==> src/rtl/port_irq_pkg.sv <==
package port_irq_pkg;

  // Clear sequencing states
  typedef enum logic [1:0] {
    CLR_PRIME = 2'd0,  // after reset: load snapshot while synchronizer fills
    CLR_RUN   = 2'd1,  // normal watching
    CLR_WRITE = 2'd2   // write access in progress (through the fall cycle)
  } clr_state_e;

  localparam int unsigned MIN_SYNC = 2;

endpackage

==> src/rtl/pin_sync.sv <==
module pin_sync #(
  parameter int unsigned WIDTH  = 16,
  parameter int unsigned STAGES = 2
) (
  input  logic             clk,
  input  logic             rst,
  input  logic [WIDTH-1:0] d_async,
  output logic [WIDTH-1:0] d_sync
);

  logic [WIDTH-1:0] stage_q [STAGES];

  generate
    for (genvar s = 0; s < STAGES; s++) begin : g_stage
      if (s == 0) begin : g_first
        always_ff @(posedge clk) begin
          if (rst) stage_q[s] <= '0;
          else     stage_q[s] <= d_async;
        end
      end else begin : g_next
        always_ff @(posedge clk) begin
          if (rst) stage_q[s] <= '0;
          else     stage_q[s] <= stage_q[s-1];
        end
      end
    end
  endgenerate

  assign d_sync = stage_q[STAGES-1];

endmodule

==> src/rtl/clear_ctrl.sv <==
module clear_ctrl
  import port_irq_pkg::*;
#(
  parameter int unsigned PRIME_CYCLES = 2
) (
  input  logic clk,
  input  logic rst,
  input  logic rd_strobe,
  input  logic wr_strobe,
  output logic clear_now
);

  localparam int unsigned CW = $clog2(PRIME_CYCLES + 1);
  localparam logic [CW-1:0] CNT_LAST = CW'(PRIME_CYCLES);

  clr_state_e    state_q;
  logic [CW-1:0] prime_cnt_q;
  logic          rd_q;
  logic          rd_rise;

  assign rd_rise = rd_strobe & ~rd_q;

  always_ff @(posedge clk) begin
    if (rst) begin
      state_q     <= CLR_PRIME;
      prime_cnt_q <= '0;
      rd_q        <= 1'b0;
    end else begin
      rd_q <= rd_strobe;
      unique case (state_q)
        CLR_PRIME: begin
          if (prime_cnt_q == CNT_LAST) state_q <= wr_strobe ? CLR_WRITE : CLR_RUN;
          else                         prime_cnt_q <= prime_cnt_q + 1'b1;
        end
        CLR_RUN: begin
          if (wr_strobe) state_q <= CLR_WRITE;
        end
        CLR_WRITE: begin
          if (!wr_strobe) state_q <= CLR_RUN;
        end
        default: state_q <= CLR_PRIME;
      endcase
    end
  end

  always_comb begin
    unique case (state_q)
      CLR_RUN: clear_now = wr_strobe | rd_rise;
      default: clear_now = 1'b1;
    endcase
  end

endmodule

==> src/rtl/snap_compare.sv <==
module snap_compare #(
  parameter int unsigned WIDTH = 16
) (
  input  logic             clk,
  input  logic             rst,
  input  logic [WIDTH-1:0] pins_s,
  input  logic             clear_now,
  output logic             irq_flag
);

  logic [WIDTH-1:0] snap_q;
  logic [WIDTH-1:0] diff;

  generate
    for (genvar b = 0; b < WIDTH; b++) begin : g_diff
      assign diff[b] = pins_s[b] ^ snap_q[b];
    end
  endgenerate

  always_ff @(posedge clk) begin
    if (rst) begin
      snap_q   <= '0;
      irq_flag <= 1'b0;
    end else if (clear_now) begin
      snap_q   <= pins_s;
      irq_flag <= 1'b0;
    end else begin
      irq_flag <= |diff;
    end
  end

endmodule

==> src/rtl/port_change_irq.sv <==
module port_change_irq
  import port_irq_pkg::*;
#(
  parameter int unsigned PIN_W       = 16,
  parameter int unsigned SYNC_STAGES = 2
) (
  input  logic             clk,
  input  logic             rst,
  input  logic [PIN_W-1:0] pin_async,
  input  logic             rd_strobe,
  input  logic             wr_strobe,
  output logic             int_pd_en
);

  localparam int unsigned STAGES = (SYNC_STAGES < MIN_SYNC) ? MIN_SYNC : SYNC_STAGES;

  logic [PIN_W-1:0] pins_s;
  logic             clear_now;

  pin_sync #(.WIDTH(PIN_W), .STAGES(STAGES)) u_sync (
    .clk    (clk),
    .rst    (rst),
    .d_async(pin_async),
    .d_sync (pins_s)
  );

  clear_ctrl #(.PRIME_CYCLES(STAGES)) u_ctrl (
    .clk      (clk),
    .rst      (rst),
    .rd_strobe(rd_strobe),
    .wr_strobe(wr_strobe),
    .clear_now(clear_now)
  );

  snap_compare #(.WIDTH(PIN_W)) u_cmp (
    .clk      (clk),
    .rst      (rst),
    .pins_s   (pins_s),
    .clear_now(clear_now),
    .irq_flag (int_pd_en)
  );

endmodule

==> config.mk <==
export PLATFORM = sky130hd
export DESIGN_NAME = port_change_irq
export DESIGN_NICKNAME = d
export VERILOG_FILES = /design/src/rtl/port_irq_pkg.sv /design/src/rtl/pin_sync.sv /design/src/rtl/clear_ctrl.sv /design/src/rtl/snap_compare.sv /design/src/rtl/port_change_irq.sv
export SDC_FILE = /design/constraint.sdc
export NUM_CORES = 1
export LEC_CHECK = 0
export BUFFER_PORTS_ARGS = -buffer_cell sky130_fd_sc_hd__buf_4
export CAP_MARGIN = 40
export CELL_PAD_IN_SITES_DETAIL_PLACEMENT = 2
export CELL_PAD_IN_SITES_GLOBAL_PLACEMENT = 2
export CORE_UTILIZATION = 40
export CTS_CLUSTER_DIAMETER = 50
export DETAILED_ROUTE_END_ITERATION = 10
export PLACE_DENSITY = 0.86
export SKIP_CTS_REPAIR_TIMING = 1
export SYNTH_ARGS = -nofsm -noshare
export SYNTH_HDL_FRONTEND = slang
export SYNTH_HIERARCHICAL = 1
export SYNTH_SLANG_ARGS = --single-unit
==> constraint.sdc <==
create_clock -name clk -period 2.6 [get_ports clk]
set_input_delay 0.26 -clock clk [delete_from_list [all_inputs] [get_ports clk]]
set_output_delay 0.26 -clock clk [all_outputs]
set_load 0.03 [all_outputs]
### Word level (Yosys, flattened, before mapping)

Memories as Yosys holds them, arrays and structs flattened.
Cells that the tools add are included.

* memories kept: 1
* input port bits: 20
* word-level logic and storage cells: 51
* bits in registers: 22
* bits in writable memories: 32

* $add $sub $neg: 1
* multiplexer cells: 11
* bitwise gates (word level): 22
* reductions and logical operators: 5
* equality and inequality tests: 6

Memory list
* u_sync.stage_q: words 2, bits a word 16, rd ports 2, clocked after memory_dff 0, wr ports 2, RTL line pin_sync.sv:11 `logic [WIDTH-1:0] stage_q [STAGES];`

Operators by type and width (number)
* two-way mux 16 bit: 2
* OR reduction 16 bit: 1
* XOR 1 bit: 16
* two-way mux 2 bit: 4
* case mux 2 bit (3 select lines): 1
* == test 2 bit, second input constant: 2
* two-way mux 1 bit: 4
* inequality test 2 bit, second input constant: 2
* bitwise OR 1 bit: 3
* AND reduction 3 bit: 1
* adder 2 x 1 -> 2 bit, second input constant: 1
* == test 2 x 1 -> 1 bit, second input constant: 1
* zero test 2 bit: 1
* inequality test 2 x 1 -> 1 bit, second input constant: 1
* inverter 1 bit: 2
* AND reduction 2 bit: 1
* OR reduction 2 bit: 1
* bitwise AND 1 bit: 1

### Logic depth before layout (Yosys ltp)

Gate-level depths: netlist of run 1.

* word-level depth: 5
* depth in mapped cells: 6
* mapped depth without buffers: 4

### Hierarchy

The synthesis of run 1 kept the hierarchy.

By module, submodules not included
* pin_sync: cells an instance 67, area each 863.3 um^2, seq. area each 640.6 um^2, times used 1
* snap_compare: cells an instance 75, area each 765.7 um^2, seq. area each 340.3 um^2, times used 1
* clear_ctrl: cells an instance 21, area each 205.2 um^2, seq. area each 100.1 um^2, times used 1

### Least setup slack after synthesis of run 1

Ideal clock, no wire load.

* kind: register to register
* from: reg u_ctrl.prime_cnt_q[0]
* to: reg u_ctrl.prime_cnt_q[1]
* stages on the path, launching flop included: 5
* data arrival time: 1126 ps
* path slack: 1353 ps
* path through: dfxtp_1 inv_1 ha_1 nor3_1 mux2_2

* longest elaborated chain between the ends: 3

RTL lines
* start, declared: RTL line clear_ctrl.sv:17 `logic [CW-1:0] prime_cnt_q;`
* start signal, assigned: RTL line clear_ctrl.sv:33 `else prime_cnt_q <= prime_cnt_q + 1'b1;`
* == test 2 bit: RTL line clear_ctrl.sv:32 `if (prime_cnt_q == CNT_LAST) state_q <= wr_strobe ? CLR_WRITE : CLR_RUN;`
* inverter 1 bit (no line)
* AND reduction 2 bit (no line)

Parallel ways exist; a longest one is shown, timed or not.
A chain may end at the register's enable or synchronous reset.

### Worst setup path after layout of run 1

* from: reg u_ctrl.state_q[1]
* to: reg u_cmp.snap_q[2]

* longest elaborated chain between the ends: 2

RTL lines
* start, declared: RTL line clear_ctrl.sv:16 `clr_state_e state_q;`
* start signal, assigned: RTL line clear_ctrl.sv:32
* == test 2 x 1 -> 1 bit: RTL line clear_ctrl.sv:47 `unique case (state_q)`
* two-way mux 1 bit: RTL line clear_ctrl.sv:47
* via clear_now: RTL line port_change_irq.sv:18 `logic clear_now;`
* end signal, assigned: RTL line snap_compare.sv:25 `snap_q <= pins_s;`
* end, declared: RTL line snap_compare.sv:11 `logic [WIDTH-1:0] snap_q;`

The timed path passes the listed nets, and every way through them passes these cells.

==> impl_results.rst, run 1 <==
.. list-table::
   :header-rows: 1

   * - Metric
     - Value
   * - Final setup violation count
     - 0
   * - Routed vias
     - ~1.1k
   * - RSZ-0062 raised after global routing
     - no
   * - Height of the die
     - 69.7 µm
   * - Post-DR vias/cell
     - between 4 and 5
   * - Leakage power of the design
     - about 0.95 nW
   * - CP startpoint kind
     - flip-flop
   * - Number of nets in the synthesized netlist
     - about 180
   * - Peak VDD IR
     - roughly 360 µV
   * - Count of H-tree levels built during CTS
     - 2
   * - Commonest cells after routing, fill and taps aside
     - 54 x dfxtp_1, 34 x nor2b_1, 21 x buf_4
   * - Synth top area share
     - 58.9%
   * - Routability Congestion
     - about 0.74
   * - Via count of the first global-routing pass
     - 1315
   * - Horizontal die dimension
     - approximately 70 µm
   * - Die area
     - between 4000 and 5000 µm²
   * - Highest net fanout along the worst path
     - 17
   * - Number of antenna violations at the first check in global routing
     - 0
   * - Post-synth top area cell
     - dfxtp_1
   * - Required arrival time at the worst endpoint
     - ~2.8 ns
   * - HP Class
     - primary input to flip-flop
   * - Number of slew-limit violations in the final report
     - 0
   * - CP top delay family
     - flip-flops
   * - Clock sinks
     - between 50 and 60
   * - Initial cell density of the core
     - between 40% and 50%
   * - Number of buffers inserted during clock tree synthesis
     - 5
   * - Post-Synthesis Mean Instance Area
     - roughly 11 µm²
   * - Worst R2R Path Depth
     - 5
   * - Pin count of the biggest net entering global routing
     - between 50 and 60
   * - DR iter-0 viols
     - 47
   * - Fmax
     - 710 MHz
   * - Sum of buffers and inverters on the critical path
     - 1
   * - Power per unit of standard cell area
     - just over 800 nW/µm²
   * - Cell with the most instances on the worst path
     - nor2_1
   * - Number of fillers in the final layout
     - 448
   * - Synth area leaders
     - dfxtp_1 59%, nor2b_1 12%, mux2i_1 8.7%, xnor2_1 7.6%, nor2_1 3.7%
   * - Number of cells produced by synthesis
     - between 150 and 200
   * - Worst clock skew on the final layout
     - 0.00173 ns
   * - Number of nets in the final layout
     - about 210
   * - Library cell contributing the largest single delay on the critical path
     - dfxtp_1
   * - Sum of routed wire length over all layers
     - approximately 3800 µm
   * - Core Area
     - approximately 4400 µm²
   * - CP Cell Sequence
     - nor2_1 > nand3_1 > buf_4 > mux2i_1 > nor2_1
   * - Post-synthesis cell area
     - 1830 µm²
   * - # DRC
     - 0
   * - Run status
     - complete, no violations
   * - Yosys warning total
     - 6
   * - Number of instances on the worst hold path
     - 2
   * - ANT nets after route
     - 0
   * - Final critical-path required period
     - about 1.4 ns
   * - Clock slew at reported path FFs
     - roughly 0.090 ns
   * - Post-route clock period utilization
     - a little over half
   * - CTS Root Buffer Type
     - clkbuf_8
   * - First-pass GRT wire length
     - around 6400 µm
   * - Biggest cell delay along the critical path
     - around 0.44 ns
   * - Remaining global-route overflow
     - 0
   * - Buffers on Ports
     - 20
   * - Clock tree from TritonCTS
     - built
   * - Most frequent standard cell in the layout excluding fill and tap cells
     - dfxtp_1
   * - Number of gates on the worst path with buffers counted
     - 5
   * - Overall global routing resource usage
     - about 17%
   * - Share of layout cells above drive strength 1
     - 16.2%
   * - Count of different cell masters after synthesis
     - 20
   * - Longest Clk Path Bufs
     - 2
   * - Top-Level Pins
     - 21
   * - Std cell rows
     - 24
   * - Sort of element at the end of the critical path
     - flip-flop
   * - Routed length per instance
     - 15.9 µm
   * - Minimum setup slack among reg-to-reg paths
     - ~1.2 ns
   * - Placed wire-length estimate
     - around 2500 µm
   * - Flip-flop and latch count after synthesis
     - between 50 and 60
   * - Data arrival time at the worst-slack endpoint
     - ~1.6 ns
   * - Number of max-cap violations
     - 0
   * - Count of TritonRoute iterations in the first routing pass
     - 2
   * - Final Hold Vio Count
     - 0
   * - Worst rel slew slack
     - between 60 and 70%
   * - Antenna Cells
     - 0
   * - Slew at the pin with the worst max-slew slack
     - just over 0.5 ns
   * - Startpoint-to-endpoint class of the critical path
     - flip-flop to flip-flop
   * - Clock Latency Late Sink
     - approximately 0.31 ns
   * - Power consumption
     - approximately 1.7 mW
   * - Share of the yosys chip area belonging to registers
     - slightly below 60%
   * - Setup TNS
     - 0 ns
   * - Layout-stage area growth over the synthesis result
     - 16.8%
-- sequential cells by signal, indices dropped and copies added (netlist names) --
signal,count
u_ctrl/prime_cnt_q,2
u_ctrl/state_q,2
u_cmp/irq_flag,1
u_cmp/snap_q,16
u_sync/stage_q,32
u_ctrl/rd_q,1
-- cell usage after synthesis --
cell	number
dfxtp_1	54
nor2b_1	34
nor2_1	18
mux2i_1	16
xnor2_1	16
buf_4	4
nand4_1	4
a2111oi_0	2
buf_2	2
inv_1	2
nor3_1	2
a21oi_1	1
buf_6	1
ha_1	1
mux2_2	1
nand2b_1	1
nand3_1	1
nor4_1	1
o31ai_1	1
or4_1	1
-- worst paths after layout --
kind,startpoint,end
max,u_ctrl/state_q[1],u_cmp/snap_q[2]
min reg2reg,u_sync/stage_q[0][4],u_sync/stage_q[1][4]
max reg2reg,u_ctrl/state_q[1],u_cmp/snap_q[2]
min,wr_strobe,u_ctrl/state_q[0]
-- metal layers --
| layer | vias to the layer above | GRT usage, % | routed length (µm) |
|---|---|---|---|
| met5 | - | 0 | 0 |
| met4 | 0 | 6.67 | 53 |
| met3 | 5 | 3.49 | 74 |
| met2 | 13 | 32.4 | 2100 |
| met1 | 548 | 19.3 | 1540 |
| li1 | 567 | - | - |
-- cell type report --
cell class                 instances  area, µm²  area share [%]
sequential                        54       1080            50.4
multi-input combinational        100        694            32.4
timing repair buffer              21        158            7.36
clock buffer                       5       68.8            3.21
clock inverter                     3       68.8            3.21
tap                               52       65.1            3.04
inverter                           2       7.51           0.350
-- stage by stage --
stage	area [µm²]	worst slack, ns	instances	util [%]	hold WS [ns]
2_1_floorplan	1830	1.35	163	-	0.329
6_report	2140	1.19	237	48.9	0.149
3_5_place_dp	2010	1.23	229	45.7	0.428
5_1_grt	2140	1.08	237	48.9	0.153
3_3_place_gp	2010	1.33	229	45.7	0.421
4_1_cts	2140	1.18	237	48.9	0.141
-- report_power, final --
part           total [mW]  internal [mW]  switching (mW)
sequential          0.907          0.875          0.0316
combinational       0.159         0.0853          0.0734
clock               0.660          0.386           0.275
-- logic make-up after synthesis --
family,after synthesis,synth area share (%)
adder cells (fa/ha/maj),1,0.682
flip-flops,54,58.9
XOR/XNOR,16,7.64
AO/OA/AOI/OAI,4,1.64
AND/OR/NAND/NOR,62,18.6
buffers and inverters,9,3.21
multiplexers,17,9.34
No activity file was read; power rests on OpenSTA's default activity.
==> inputs of run 2 (changes only) <==
--- a/config.mk
+++ b/config.mk
@@ -9,10 +9,10 @@
 export CAP_MARGIN = 40
 export CELL_PAD_IN_SITES_DETAIL_PLACEMENT = 2
 export CELL_PAD_IN_SITES_GLOBAL_PLACEMENT = 2
-export CORE_UTILIZATION = 40
+export CORE_UTILIZATION = 37
 export CTS_CLUSTER_DIAMETER = 50
 export DETAILED_ROUTE_END_ITERATION = 10
-export PLACE_DENSITY = 0.86
+export PLACE_DENSITY = 0.8
 export SKIP_CTS_REPAIR_TIMING = 1
 export SYNTH_ARGS = -nofsm -noshare
 export SYNTH_HDL_FRONTEND = slang
==> constraint.sdc (replaced) <==
create_clock -name clk -period 1.4 [get_ports clk]
set_input_delay 0.14 -clock clk [delete_from_list [all_inputs] [get_ports clk]]
set_output_delay 0.14 -clock clk [all_outputs]
set_load 0.03 [all_outputs]
==> impl_results.rst, run 2 (same netlist as run 1, synthesis figures left out) <==
.. list-table::
   :header-rows: 1

   * - Metric
     - Value
   * - Worst clock skew on the final layout
     - 0.00359 ns (+0.00186 ns)
   * - Share of layout cells above drive strength 1
     - 17.2% (+0.99 points)
   * - Clock slew at reported path FFs
     - 0.09 ns (about the same)
   * - Minimum setup slack among reg-to-reg paths
     - 0.05 ns (-1.14 ns)
   * - Final setup violation count
     - 0 (unchanged)
   * - Antenna Cells
     - 0 (unchanged)
   * - Clock Latency Late Sink
     - 0.30 ns (about the same)
   * - Number of nets in the final layout
     - 206 (+0.49%)
   * - Clock tree from TritonCTS
     - built
   * - Most frequent standard cell in the layout excluding fill and tap cells
     - dfxtp_1
   * - Top-Level Pins
     - 21 (unchanged)
   * - Routability Congestion
     - 0.688 (-7.4%)
   * - Setup TNS
     - 0 ns (unchanged)
   * - R2r startpoint
     - u_ctrl/prime_cnt_q[0]
   * - Count of H-tree levels built during CTS
     - 2 (unchanged)
   * - Routed vias
     - 1139 (+0.53%)
   * - Number of fillers in the final layout
     - 507 (+13%)
   * - Longest Clk Path Bufs
     - 2 (unchanged)
   * - Fmax
     - 739 MHz (+4.2%)
   * - RSZ-0062 raised after global routing
     - no
   * - Via count of the first global-routing pass
     - 1255 (-4.6%)
   * - Sum of routed wire length over all layers
     - 3250 µm (-14%)
   * - Number of antenna violations at the first check in global routing
     - 0 (unchanged)
   * - Peak VDD IR
     - 592 µV (+64%)
   * - Sequential Area
     - 1080 µm² (unchanged)
   * - Placed wire-length estimate
     - 2270 µm (-7.7%)
   * - Number of buffers inserted during clock tree synthesis
     - 5 (unchanged)
   * - Post-route clock period utilization
     - 96.6% (+42 points)
   * - Multi-input gate area
     - 699 µm² (+0.72%)
   * - Highest net fanout along the worst path
     - 3 (-14)
   * - Number of max-cap violations
     - 0 (unchanged)
   * - Initial cell density of the core
     - 38.6% (-3.3 points)
   * - Leakage power of the design
     - 0.937 nW (-0.89%)
   * - Post-layout util
     - 45.1% (-3.8 points)
   * - Worst rel slew slack
     - 69.7% (+4.1 points)
   * - Library cell contributing the largest single delay on the critical path
     - dfxtp_1
   * - Worst R2R Path Depth
     - 4 (-1)
   * - Overall global routing resource usage
     - 14.1% (-3.3 points)
   * - Startpoint of the lowest-slack hold path
     - wr_strobe
   * - Count of TritonRoute iterations in the first routing pass
     - 4 (+2)
   * - Data arrival time at the worst-slack endpoint
     - 1.55 ns (-0.04 ns)
   * - # DRC
     - 0 (unchanged)
   * - Routed length per instance
     - 12.9 µm (-19%)
   * - Sum of buffers and inverters on the critical path
     - 1 (unchanged)
   * - Height of the die
     - 72.4 µm (+3.9%)
   * - Run status
     - complete, no violations
   * - CP top delay family
     - flip-flops
   * - Worst reg2reg endpoint
     - u_ctrl/prime_cnt_q[1]
   * - Final critical-path required period
     - 1.35 ns (-0.0564 ns)
   * - CP Cell Sequence
     - inv_1 > ha_1 > nor3_2 > mux2_2
   * - CTS Root Buffer Type
     - clkbuf_8
   * - Terminating pin of the worst hold path
     - u_ctrl/state_q[0]
   * - Die area
     - 5240 µm² (+7.9%)
   * - Layout-stage area growth over the synthesis result
     - 16.9% (about the same)
   * - Required arrival time at the worst endpoint
     - 1.59 ns (-1.19 ns)
   * - Number of slew-limit violations in the final report
     - 0 (unchanged)
   * - CP startpoint kind
     - flip-flop
   * - ANT nets after route
     - 0 (unchanged)
   * - Post-DR vias/cell
     - 4.50 (-5.8%)
   * - Most flop-heavy register
     - u_sync/stage_q
   * - Power per unit of standard cell area
     - 1340 nW/µm² (+66%)
   * - First-pass GRT wire length
     - 5690 µm (-11%)
   * - Pin count of the biggest net entering global routing
     - 42 (-25%)
   * - HP Class
     - primary input to flip-flop
   * - Slew at the pin with the worst max-slew slack
     - 0.443 ns (-0.0734 ns)
   * - Remaining global-route overflow
     - 0 (unchanged)
   * - Buffers on Ports
     - 20 (unchanged)
   * - Std cell rows
     - 25 (+4.2%)
   * - Biggest cell delay along the critical path
     - 0.38 ns (-0.06 ns)
   * - Sort of element at the end of the critical path
     - flip-flop
   * - Number of flip-flops under the largest register name
     - 32 (unchanged)
   * - Clock sinks
     - 54 (unchanged)
   * - DR iter-0 viols
     - 29 (-38%)
   * - Number of instances on the worst hold path
     - 2 (unchanged)
   * - Most Crowded Layer GR
     - met2
   * - GR Layer Usage met3
     - 3.75% (+0.26 points)
   * - Commonest cells after routing, fill and taps aside
     - 54 x dfxtp_1, 34 x nor2b_1, 21 x buf_4
   * - Met1 Track Usage GR
     - 16.8% (-2.6 points)
   * - Core Area
     - 4750 µm² (+8.4%)
   * - Horizontal die dimension
     - 72.4 µm (+3.9%)
   * - Grt met2 use
     - 24.2% (-8.2 points)
   * - Startpoint-to-endpoint class of the critical path
     - flip-flop to flip-flop
   * - Leading registers by flop count
     - u_sync/stage_q: 32 flops, u_cmp/snap_q: 16 flops
   * - Final Hold Vio Count
     - 0 (unchanged)
==> run 2: worst max path at each step <==
stage / depth (start not counted) / startpoint / slack, ns / to
floorplan: 4 / u_ctrl/prime_cnt_q[0] / 0.15 / u_ctrl/prime_cnt_q[1]
global placement: 4 / u_ctrl/prime_cnt_q[0] / 0.13 / u_ctrl/prime_cnt_q[1]
detailed placement: 4 / u_ctrl/prime_cnt_q[0] / -0.007 / u_ctrl/prime_cnt_q[1]
CTS: 4 / u_ctrl/prime_cnt_q[0] / -0.03 / u_ctrl/prime_cnt_q[1]
global route: 4 / u_ctrl/prime_cnt_q[0] / 0.03 / u_ctrl/prime_cnt_q[1]
finish: 4 / u_ctrl/prime_cnt_q[0] / 0.05 / u_ctrl/prime_cnt_q[1]
==> run 2: routing by layer <==
layer  up-vias  wire length, µm
li1        568                -
met1       551             1400
met2        14             1710
met3         6               96
met4         0               49
met5         -                0
==> run 2: metrics by stage <==
| stage | power [mW] | cells | hold WS, ns | worst slack [ns] | cell area [µm²] |
|---|---|---|---|---|---|
| floorplan | 1.91 | 163 | 0.209 | 0.153 | 1830 |
| global placement | 1.98 | 245 | 0.340 | 0.128 | 2040 |
| detailed placement | 2.01 | 245 | 0.362 | -0.00655 | 2040 |
| CTS | 2.89 | 253 | 0.0360 | -0.0255 | 2140 |
| global route | 3.01 | 253 | 0.0303 | 0.0278 | 2140 |
| finish | 2.87 | 253 | 0.0491 | 0.0476 | 2140 |
==> run 2: where the power goes <==
part	switching, mW	internal, mW	total (mW)
clock network	0.485	0.398	0.883
logic	0.131	0.166	0.298
registers	0.0590	1.63	1.68
total	0.675	2.19	2.87
==> run 2: final cells by class <==
class / count / share of cell area [%]
clock buffer: 6 / 3.85
clock inverter: 2 / 0.583
inverter: 2 / 0.350
multi-input combinational: 100 / 32.6
sequential: 54 / 50.4
tap: 67 / 3.91
timing repair buffer: 22 / 8.28
==> inputs of run 3 (changes only) <==
--- a/config.mk
+++ b/config.mk
@@ -9,10 +9,11 @@
 export CAP_MARGIN = 40
 export CELL_PAD_IN_SITES_DETAIL_PLACEMENT = 2
 export CELL_PAD_IN_SITES_GLOBAL_PLACEMENT = 2
-export CORE_UTILIZATION = 37
+export CORE_MARGIN = 5
+export CORE_UTILIZATION = 40
 export CTS_CLUSTER_DIAMETER = 50
 export DETAILED_ROUTE_END_ITERATION = 10
-export PLACE_DENSITY = 0.8
+export PLACE_DENSITY = 0.86
 export SKIP_CTS_REPAIR_TIMING = 1
 export SYNTH_ARGS = -nofsm -noshare
 export SYNTH_HDL_FRONTEND = slang
==> constraint.sdc (replaced) <==
create_clock -name clk -period 1.6 [get_ports clk]
set_input_delay 0.16 -clock clk [delete_from_list [all_inputs] [get_ports clk]]
set_output_delay 0.16 -clock clk [all_outputs]
set_load 0.03 [all_outputs]
==> impl_results.rst, run 3 (same netlist as run 1, synthesis figures left out) <==
.. list-table::
   :header-rows: 1

   * - Metric
     - Value
   * - Run status
     - complete, no violations
   * - Routability Congestion
     - 0.708 (+3.0%)
   * - Buffers on Ports
     - 20 (unchanged)
   * - Number of antenna violations at the first check in global routing
     - 0 (unchanged)
   * - Layout-stage area growth over the synthesis result
     - 14.4%
   * - Pin count of the biggest net entering global routing
     - 56 (+33%)
   * - Required arrival time at the worst endpoint
     - 1.80 ns (+0.21 ns)
   * - CP Cell Sequence
     - inv_1 > ha_1 > nor3_1 > mux2_2
   * - Setup TNS
     - 0 ns (unchanged)
   * - Number of max-cap violations
     - 0 (unchanged)
   * - Final critical-path required period
     - 1.47 ns (+0.118 ns)
   * - Count of TritonRoute iterations in the first routing pass
     - 4 (unchanged)
   * - Post-layout instance count excluding filler cells
     - 236 (-6.7%)
   * - Final setup violation count
     - 0 (unchanged)
   * - Routed length per instance
     - 15.5 µm (+21%)
   * - Die area
     - 6040 µm² (+15%)
   * - Final Hold Vio Count
     - 0 (unchanged)
   * - Data arrival time at the worst-slack endpoint
     - 1.67 ns (+0.12 ns)
   * - # DRC
     - 0 (unchanged)
   * - Worst rel slew slack
     - 65.5% (-4.2 points)
   * - Sum of routed wire length over all layers
     - 3670 µm (+13%)
   * - Worst clock skew on the final layout
     - 0.00719 ns (+0.00360 ns)
   * - Clock sinks
     - 54 (unchanged)
   * - DR iter-0 viols
     - 38 (+31%)
   * - Remaining global-route overflow
     - 0 (unchanged)
   * - Leakage power of the design
     - 0.921 nW (-1.7%)
   * - Sort of element at the end of the critical path
     - flip-flop
   * - Library cell contributing the largest single delay on the critical path
     - dfxtp_1
   * - CP startpoint kind
     - flip-flop
   * - Clock slew at reported path FFs
     - 0.09 ns (about the same)
   * - Core Area
     - 4410 µm² (-7.2%)
   * - Clock tree from TritonCTS
     - built
   * - Power per unit of standard cell area
     - 1170 nW/µm² (-12%)
   * - Number of nets in the final layout
     - 205 (-0.49%)
   * - Slew at the pin with the worst max-slew slack
     - 0.517 ns (+0.0738 ns)
   * - DP Cell Count
     - 229 (-6.5%)
   * - Peak VDD IR
     - 634 µV (+7.2%)
   * - Post-route clock period utilization
     - 91.9% (-4.7 points)
   * - Via count of the first global-routing pass
     - 1292 (+2.9%)
   * - Overall global routing resource usage
     - 13.2% (-0.97 points)
   * - Startpoint-to-endpoint class of the critical path
     - flip-flop to flip-flop
   * - HP Class
     - primary input to flip-flop
   * - ANT nets after route
     - 0 (unchanged)
   * - Antenna Cells
     - 0 (unchanged)
   * - Placed wire-length estimate
     - 2480 µm (+9.1%)
   * - Share of layout cells above drive strength 1
     - 15.2% (-2.0 points)
   * - RSZ-0062 raised after global routing
     - no
   * - CTS Root Buffer Type
     - clkbuf_8
   * - Highest net fanout along the worst path
     - 3 (unchanged)
   * - Number of buffers inserted during clock tree synthesis
     - 5 (unchanged)
   * - Count of H-tree levels built during CTS
     - 2 (unchanged)
   * - Most frequent standard cell in the layout excluding fill and tap cells
     - dfxtp_1
   * - Biggest cell delay along the critical path
     - 0.38 ns (about the same)
   * - Horizontal die dimension
     - 77.7 µm (+7.3%)
   * - Number of flip-flops under the largest register name
     - 32 (unchanged)
   * - First-pass GRT wire length
     - 6120 µm (+7.5%)
   * - Routed vias
     - 1143 (+0.35%)
   * - Number of slew-limit violations in the final report
     - 0 (unchanged)
   * - Commonest cells after routing, fill and taps aside
     - 54 x dfxtp_1, 34 x nor2b_1, 20 x buf_4
   * - Height of the die
     - 77.7 µm (+7.3%)
   * - Std cell rows
     - 24 (-4.0%)
   * - Leading registers by flop count
     - u_sync/stage_q: 32 flops, u_cmp/snap_q: 16 flops
   * - Final-layout worst hold slack
     - 0.0594 ns (+0.0103 ns)
   * - Top-Level Pins
     - 21 (unchanged)
   * - Initial cell density of the core
     - 41.6% (+3.0 points)
   * - Post-DR vias/cell
     - 4.84 (+7.6%)
   * - Clock Latency Late Sink
     - 0.31 ns (about the same)
   * - Most flop-heavy register
     - u_sync/stage_q
   * - Fmax
     - 680 MHz (-8.0%)
   * - Longest Clk Path Bufs
     - 2 (unchanged)
## run 3: cell count changes in the layout (fill, tap and decap cells not counted), sizes merged
| cell | delta |
|---|---|
| buf | -1 |
| clkinv | -1 |
## run 3: path summary, 6_finish.rpt
kind,end,from,slack [ns],cells past startpoint
max reg2reg,u_ctrl/prime_cnt_q[1],u_ctrl/prime_cnt_q[0],0.13,4
min,u_sync/stage_q[0][13],pin_async[13],0.06,2
min reg2reg,u_sync/stage_q[1][13],u_sync/stage_q[0][13],0.45,1
max,u_ctrl/prime_cnt_q[1],u_ctrl/prime_cnt_q[0],0.13,4
## run 3: worst max-delay path: cells and delay by family (launching register included)
| kind | cells | cell delay, ns |
|---|---|---|
| flip-flops | 1 | 0.38 |
| multiplexers | 1 | 0.38 |
| buffers and inverters | 1 | 0.07 |
| AND/OR/NAND/NOR | 1 | 0.31 |
| adder cells (fa/ha/maj) | 1 | 0.23 |
## run 3: layer usage
layer | wire, µm | global-route usage (%)
met3 | 103 | 3.36
met5 | 0 | 0
met4 | 83 | 6.70
met1 | 1410 | 13.2
met2 | 2070 | 24.6
## run 3: report_power, final
group          leakage, nW  switching (mW)  total (mW)  internal (mW)
Clock               0.0373           0.419       0.720          0.301
Combinational        0.439           0.121       0.262          0.141
Sequential           0.444          0.0542        1.48           1.42
Total                0.921           0.594        2.46           1.86
## run 3: stage by stage
stage                     worst slack (ns)  instance area (µm²)  power [mW]  utilization (%)
after floorplan                      0.353                 1830        1.67                -
after detailed placement             0.150                 2020        1.77             45.7
after global placement               0.327                 2020        1.73             45.7
final                                0.130                 2100        2.46             47.5
after CTS                            0.120                 2100        2.49             47.5
after global routing               0.00894                 2100        2.58             47.5
## run 3: layout make-up
cell class                      count  area (µm²)
Clock buffer                        6        72.6
Tap cell                           52        65.1
Multi-Input combinational cell    100         694
Fill cell                         454        2320
Sequential cell                    54        1080
Clock inverter                      1        7.51
Inverter                            2        7.51
Timing Repair Buffer               21         170
